<file path="src/rtl/pre_ins_pkg.sv">
package pre_ins_pkg;
  typedef enum logic [1:0] {
    ST_FILL  = 2'd0,
    ST_PRE   = 2'd1,
    ST_FRAME = 2'd2
  } pi_state_e;
endpackage

</file>
<file path="src/rtl/pre_shift.sv">
// Pattern shift register with bit index; reloads the captured pattern
// at the end of each repetition.
module pre_shift #(
  parameter int PAT_W = 8
) (
  input  logic             clk,
  input  logic             rst_n,
  input  logic             load,
  input  logic [PAT_W-1:0] pattern,
  input  logic             adv,
  output logic             bit_o,
  output logic             last_bit
);
  localparam int IDX_W = (PAT_W > 1) ? $clog2(PAT_W) : 1;
  localparam logic [IDX_W-1:0] IDX_LAST = IDX_W'(PAT_W - 1);

  logic [PAT_W-1:0] pat_q;
  logic [PAT_W-1:0] sh_q;
  logic [IDX_W-1:0] idx_q;

  assign last_bit = (idx_q == IDX_LAST);
  assign bit_o    = sh_q[0];

  always_ff @(posedge clk) begin
    if (!rst_n) begin
      pat_q <= '0;
      sh_q  <= '0;
      idx_q <= '0;
    end else if (load) begin
      pat_q <= pattern;
      sh_q  <= pattern;
      idx_q <= '0;
    end else if (adv) begin
      if (last_bit) begin
        sh_q  <= pat_q;
        idx_q <= '0;
      end else begin
        sh_q  <= sh_q >> 1;
        idx_q <= idx_q + 1'b1;
      end
    end
  end

  // pattern copy is untouched while shifting
  p_pattern_held_r6: assert property (@(posedge clk) disable iff (!rst_n)
    !load |=> $stable(pat_q));
endmodule

</file>
<file path="src/rtl/pre_rep_cnt.sv">
// Counts completed repetitions against the captured limit.
module pre_rep_cnt #(
  parameter int REP_W = 3
) (
  input  logic             clk,
  input  logic             rst_n,
  input  logic             load,
  input  logic [REP_W-1:0] reps,
  input  logic             step,
  output logic             final_rep
);
  logic [REP_W-1:0] cnt_q;
  logic [REP_W-1:0] lim_q;

  assign final_rep = (cnt_q == lim_q);

  always_ff @(posedge clk) begin
    if (!rst_n) begin
      cnt_q <= '0;
      lim_q <= '0;
    end else if (load) begin
      cnt_q <= '0;
      lim_q <= reps;
    end else if (step && !final_rep) begin
      cnt_q <= cnt_q + 1'b1;
    end
  end

  p_rep_bound_r5: assert property (@(posedge clk) disable iff (!rst_n)
    cnt_q <= lim_q);
endmodule

</file>
<file path="src/rtl/pre_ctrl.sv">
// Line ownership state machine.
module pre_ctrl
  import pre_ins_pkg::*;
(
  input  logic      clk,
  input  logic      rst_n,
  input  logic      pre_en,
  input  logic      frame_ready,
  input  logic      frame_end,
  input  logic      bit_tick,
  input  logic      last_bit,
  input  logic      final_rep,
  output logic      load,
  output logic      adv,
  output logic      done,
  output pi_state_e state
);
  pi_state_e state_q, state_d;
  logic      done_d;
  logic      finish;

  assign state  = state_q;
  assign load   = (state_q == ST_FILL) && frame_ready && pre_en;
  assign adv    = (state_q == ST_PRE) && bit_tick;
  assign finish = adv && last_bit && final_rep;

  always_comb begin
    state_d = state_q;
    done_d  = 1'b0;
    unique case (state_q)
      ST_FILL: if (frame_ready) begin
        if (pre_en) state_d = ST_PRE;
        else begin
          state_d = ST_FRAME;
          done_d  = 1'b1;
        end
      end
      ST_PRE: if (finish) begin
        state_d = ST_FRAME;
        done_d  = 1'b1;
      end
      ST_FRAME: if (frame_end) state_d = ST_FILL;
      default: state_d = ST_FILL;
    endcase
  end

  always_ff @(posedge clk) begin
    if (!rst_n) begin
      state_q <= ST_FILL;
      done    <= 1'b0;
    end else begin
      state_q <= state_d;
      done    <= done_d;
    end
  end

  p_done_pulse_r7: assert property (@(posedge clk) disable iff (!rst_n)
    done |=> !done);
  p_done_in_frame_r7: assert property (@(posedge clk) disable iff (!rst_n)
    done |-> (state_q == ST_FRAME));
endmodule

</file>
<file path="src/rtl/preamble_inserter.sv">
module preamble_inserter
  import pre_ins_pkg::*;
#(
  parameter int PAT_W = 8,
  parameter int REP_W = 3
) (
  input  logic             clk,
  input  logic             rst_n,
  input  logic             pre_en,
  input  logic [PAT_W-1:0] pre_pattern,
  input  logic [REP_W-1:0] pre_reps,
  input  logic             frame_ready,
  input  logic             frame_end,
  input  logic             bit_tick,
  input  logic             fill_bit,
  input  logic             frame_bit,
  output logic             line_out,
  output logic             pre_done,
  output logic             pre_active,
  output logic             frame_active
);
  pi_state_e state;
  logic      load, adv, last_bit, final_rep, pat_bit;

  pre_ctrl u_ctrl (
    .clk(clk), .rst_n(rst_n), .pre_en(pre_en), .frame_ready(frame_ready),
    .frame_end(frame_end), .bit_tick(bit_tick), .last_bit(last_bit),
    .final_rep(final_rep), .load(load), .adv(adv), .done(pre_done),
    .state(state)
  );

  pre_shift #(.PAT_W(PAT_W)) u_shift (
    .clk(clk), .rst_n(rst_n), .load(load), .pattern(pre_pattern),
    .adv(adv), .bit_o(pat_bit), .last_bit(last_bit)
  );

  pre_rep_cnt #(.REP_W(REP_W)) u_rep (
    .clk(clk), .rst_n(rst_n), .load(load), .reps(pre_reps),
    .step(adv && last_bit), .final_rep(final_rep)
  );

  assign pre_active   = (state == ST_PRE);
  assign frame_active = (state == ST_FRAME);

  always_comb begin
    unique case (state)
      ST_PRE:   line_out = pat_bit;
      ST_FRAME: line_out = frame_bit;
      default:  line_out = fill_bit;
    endcase
  end

  p_excl_r1: assert property (@(posedge clk) disable iff (!rst_n)
    $onehot0({pre_active, frame_active}));
  p_start_r3: assert property (@(posedge clk) disable iff (!rst_n)
    (!pre_active && !frame_active && frame_ready && pre_en) |=> pre_active);
  p_hold_r4: assert property (@(posedge clk) disable iff (!rst_n)
    (pre_active && !bit_tick) |=> (pre_active && $stable(line_out)));
  p_bypass_r8: assert property (@(posedge clk) disable iff (!rst_n)
    (!pre_active && !frame_active && frame_ready && !pre_en)
      |=> (frame_active && pre_done));
  p_ignore_r9: assert property (@(posedge clk) disable iff (!rst_n)
    (frame_active && !frame_end) |=> (frame_active && !pre_done));
  p_end_r10: assert property (@(posedge clk) disable iff (!rst_n)
    (frame_active && frame_end) |=> (!frame_active && !pre_active));
endmodule

</file>
<file path="config.mk">
export PLATFORM = sky130hd
export DESIGN_NAME = preamble_inserter
export DESIGN_NICKNAME = d
export VERILOG_FILES = /design/src/rtl/pre_ins_pkg.sv /design/src/rtl/pre_shift.sv /design/src/rtl/pre_rep_cnt.sv /design/src/rtl/pre_ctrl.sv /design/src/rtl/preamble_inserter.sv
export SDC_FILE = /design/constraint.sdc
export NUM_CORES = 1
export LEC_CHECK = 0
export BUFFER_PORTS_ARGS = -buffer_cell sky130_fd_sc_hd__buf_2
export CAP_MARGIN = 0
export CELL_PAD_IN_SITES_DETAIL_PLACEMENT = 0
export CELL_PAD_IN_SITES_GLOBAL_PLACEMENT = 1
export CORE_MARGIN = 2
export CORE_UTILIZATION = 40
export DETAILED_ROUTE_END_ITERATION = 12
export GPL_TIMING_DRIVEN = 0
export PLACE_DENSITY = 0.83
export SYNTH_ARGS = -nofsm -noshare
export SYNTH_HDL_FRONTEND = slang
export SYNTH_SLANG_ARGS = --single-unit
export TNS_END_PERCENT = 5
</file>
<file path="constraint.sdc">
create_clock -name clk -period 2.11 [get_ports clk]
set_input_delay 0.211 -clock clk [delete_from_list [all_inputs] [get_ports clk]]
set_output_delay 0.211 -clock clk [all_outputs]
set_load 0.05 [all_outputs]
</file>
==> metrics.txt <==
final setup skew around 0.0074 ns; die area approximately 3800 um2; total routed wirelength about 2800 um; cell taking the most area after synthesis dfxtp_1; layout cell share with drive strength beyond 1 between 20 and 25%; Vias per Instance between 4 and 5; WL met1 ~1200 um; post-DP HPWL around 2100 um; Worst setup EP type primary output; Pleak approximately 0.6 nW; grt ovf 0; met3 routed WL 67 um; initial antenna violation count 0; most frequent cells after synthesis 39 x nand2_1, 28 x dfxtp_1, 24 x a21oi_1, 8 x mux2i_1, 7 x o211ai_1; largest net degree at the start of global routing 16; number of H-tree levels 1; placed cell count 220; number of diodes added for antenna fixing 0; global-route wire length before repair 4600 um; Min-Delay Path Class in -> reg; syn nets approximately 180; Synth Cell Area 1330 um2; via total after detailed routing between 1000 and 1500; most instantiated flip-flop cell in the synthesis netlist dfxtp_1; CTS Buf Count 3; final hold slack just under 0.1 ns; Clock transition at path regs around 0.15 ns; highest metal layer with signal wires met4; share of the synthesized area in the top cell type 42.2%; Synth warnings 0; Cell Rows 20; initial detailed-routing violation count 39; Crit path arrival time ~1.6 ns; endpoints failing setup 0; Detailed Routing Iterations Pass 1 4; number of max-slew violations in the final report 0; post-synthesis sequential element count 28; Total Neg Setup Slack 0 ns; standard cell area after detailed placement about 1500 um2; count of port buffers added during placement 22; post-CTS setup repair buffer count 0; TritonCTS clock tree yes; layout filler cell count 330; Routed Antenna Nets 0; number of remaining DRC errors 0; Post-synth EDFFs 0; Resized cells post-CTS 0; average instance area after synthesis roughly 8.6 um2; die span in x slightly above 60 um; top post-synthesis cells by area dfxtp_1 42%, nand2_1 11%, a21oi_1 9.0%; Crit Path Class reg -> out; Detail Route met2 WL 1420 um; final number of hold-violating endpoints 0; placer congestion estimate 0.767; area of the core 3100 um2; hold_buf cts 0; total I/O pin count 23; most frequent cell after synthesis nand2_1; count of mapped cells out of synthesis around 150; fin nets between 200 and 250; VDD IR max 0.000423 V; largest fanout of any net on the critical path 7; overall power of the completed layout approximately 0.0012 W; Initial Utilization 42.8%; setup repair after global routing missed its margin no; CTS root buffer clkbuf_4; cell area power density just over 800 nW/um2; status finished clean; maxcap violations 0; final cell count without fillers between 200 and 250; GRT Resource Usage Total around 17%; later-pin clock latency in the skew report between 0.3 and 0.4 ns; flop2flop setup slack around 0.44 ns; number of library cell types mapped by synthesis 32; signed area change from the synthesized netlist to the final layout 15.4%; die height between 60 and 70 um; FFs w/ async S/R, synth 0%; highest achievable clock rate around 550 MHz; post-route cell area between 1500 and 2000 um2; routed length per placed instance between 10 and 15 um; tightest slew margin relative to the limit around two thirds; Critical Path Source Type flop; actual slew at the worst max-slew pin 0.479 ns; fraction of the yosys area taken by sequential cells between 40% and 50%; CTS sink count 28; number of global-route vias before repair 1073; worst path required time 1.90 ns; crit share post-route 86.0%; final period demand of the worst path ~1.8 ns; number of buffers on the longest clock path 2
-- metal layers --
layer  vias up  GRT usage, %
met2        13          31.7
met5         -             0
li1        581             -
met3         4          4.41
met4         0          4.56
met1       505          17.7
-- cells in the final DEF (no fill, tap or decap), drive strengths merged --
cell type / Yosys / layout
buf: 6 / 28
and3: 1 / 1
and2: 2 / 2
a41oi: 1 / 1
nand3b: 1 / 1
nand2: 39 / 39
a2bb2o: 1 / 1
a31oi: 1 / 1
inv: 6 / 6
clkbuf: 1 / 5
ha: 6 / 6
o22ai: 1 / 1
or3: 1 / 1
nand4b: 1 / 1
a21bo: 1 / 1
dfxtp: 28 / 28
a22oi: 1 / 1
o21ai: 3 / 3
nand3: 2 / 2
a21oi: 25 / 25
o311a: 1 / 1
nor3: 1 / 1
mux2i: 8 / 8
xnor2: 4 / 4
nor2: 5 / 5
o211ai: 7 / 7
-- worst max-delay path: stages (launching register included) --
cell,delay (ns)
dfxtp_1,0.34
inv_1,0.09
ha_1,0.30
a22oi_1,0.14
a21oi_2,0.14
buf_2,0.26
-- where the power goes --
group          internal, W  switching [W]
sequential        0.000577      0.0000270
clock             0.000106       0.000155
combinational     0.000131       0.000245
total             0.000814       0.000428
-- registers in the layout, indices dropped and copies added (netlist names) --
| register | cells |
|---|---|
| u_shift.pat_q | 8 |
| u_ctrl.done | 1 |
| u_shift.sh_q | 8 |
| u_ctrl.state | 2 |
| u_rep.lim_q | 3 |
| u_shift.idx_q | 3 |
| u_rep.cnt_q | 3 |
-- per-stage QoR --
step	setup WS, ns	utilization (%)
5_1_grt	0.195	49.4
6_report	0.294	49.4
3_3_place_gp	0.482	48.3
4_1_cts	0.272	49.4
2_1_floorplan	0.270	-
3_5_place_dp	0.446	48.3
-- kinds of logic (layout without fill, tap and decap cells) --
group,Yosys count,count (layout),synth area share (%)
compound gates,42,42,20.2
xor+xnor,4,4,4.33
fa+ha+maj,6,6,5.65
buf+inv,13,39,4.52
flops,28,28,42.2
mux,8,8,6.03
simple gates,53,53,17.0
-- area by class of cell --
class | instances | area, um2 | share of cell area [%]
multi-input cells | 113 | 712 | 46.4
flip-flops and latches | 28 | 561 | 36.5
repair buffers | 22 | 110 | 7.18
well taps | 44 | 55.1 | 3.59
plain buffers | 7 | 37.5 | 2.45
clock buffers | 4 | 36.3 | 2.37
inverters | 6 | 22.5 | 1.47
-- final timing paths --
check	startpoint	depth (start not counted)	to
worst max-delay path	u_ctrl.state[1]$_SDFFE_PN0P_	5	line_out
worst min-delay path	pre_reps[0]	3	u_rep.lim_q[0]$_SDFFE_PN0P_
worst max register to register	u_shift.idx_q[0]$_SDFFE_PP0P_	7	u_rep.cnt_q[1]$_SDFFE_PP0P_
worst min register to register	u_shift.pat_q[7]$_SDFFE_PN0P_	2	u_shift.pat_q[7]$_SDFFE_PN0P_
Power figures use the tool's default switching activity.
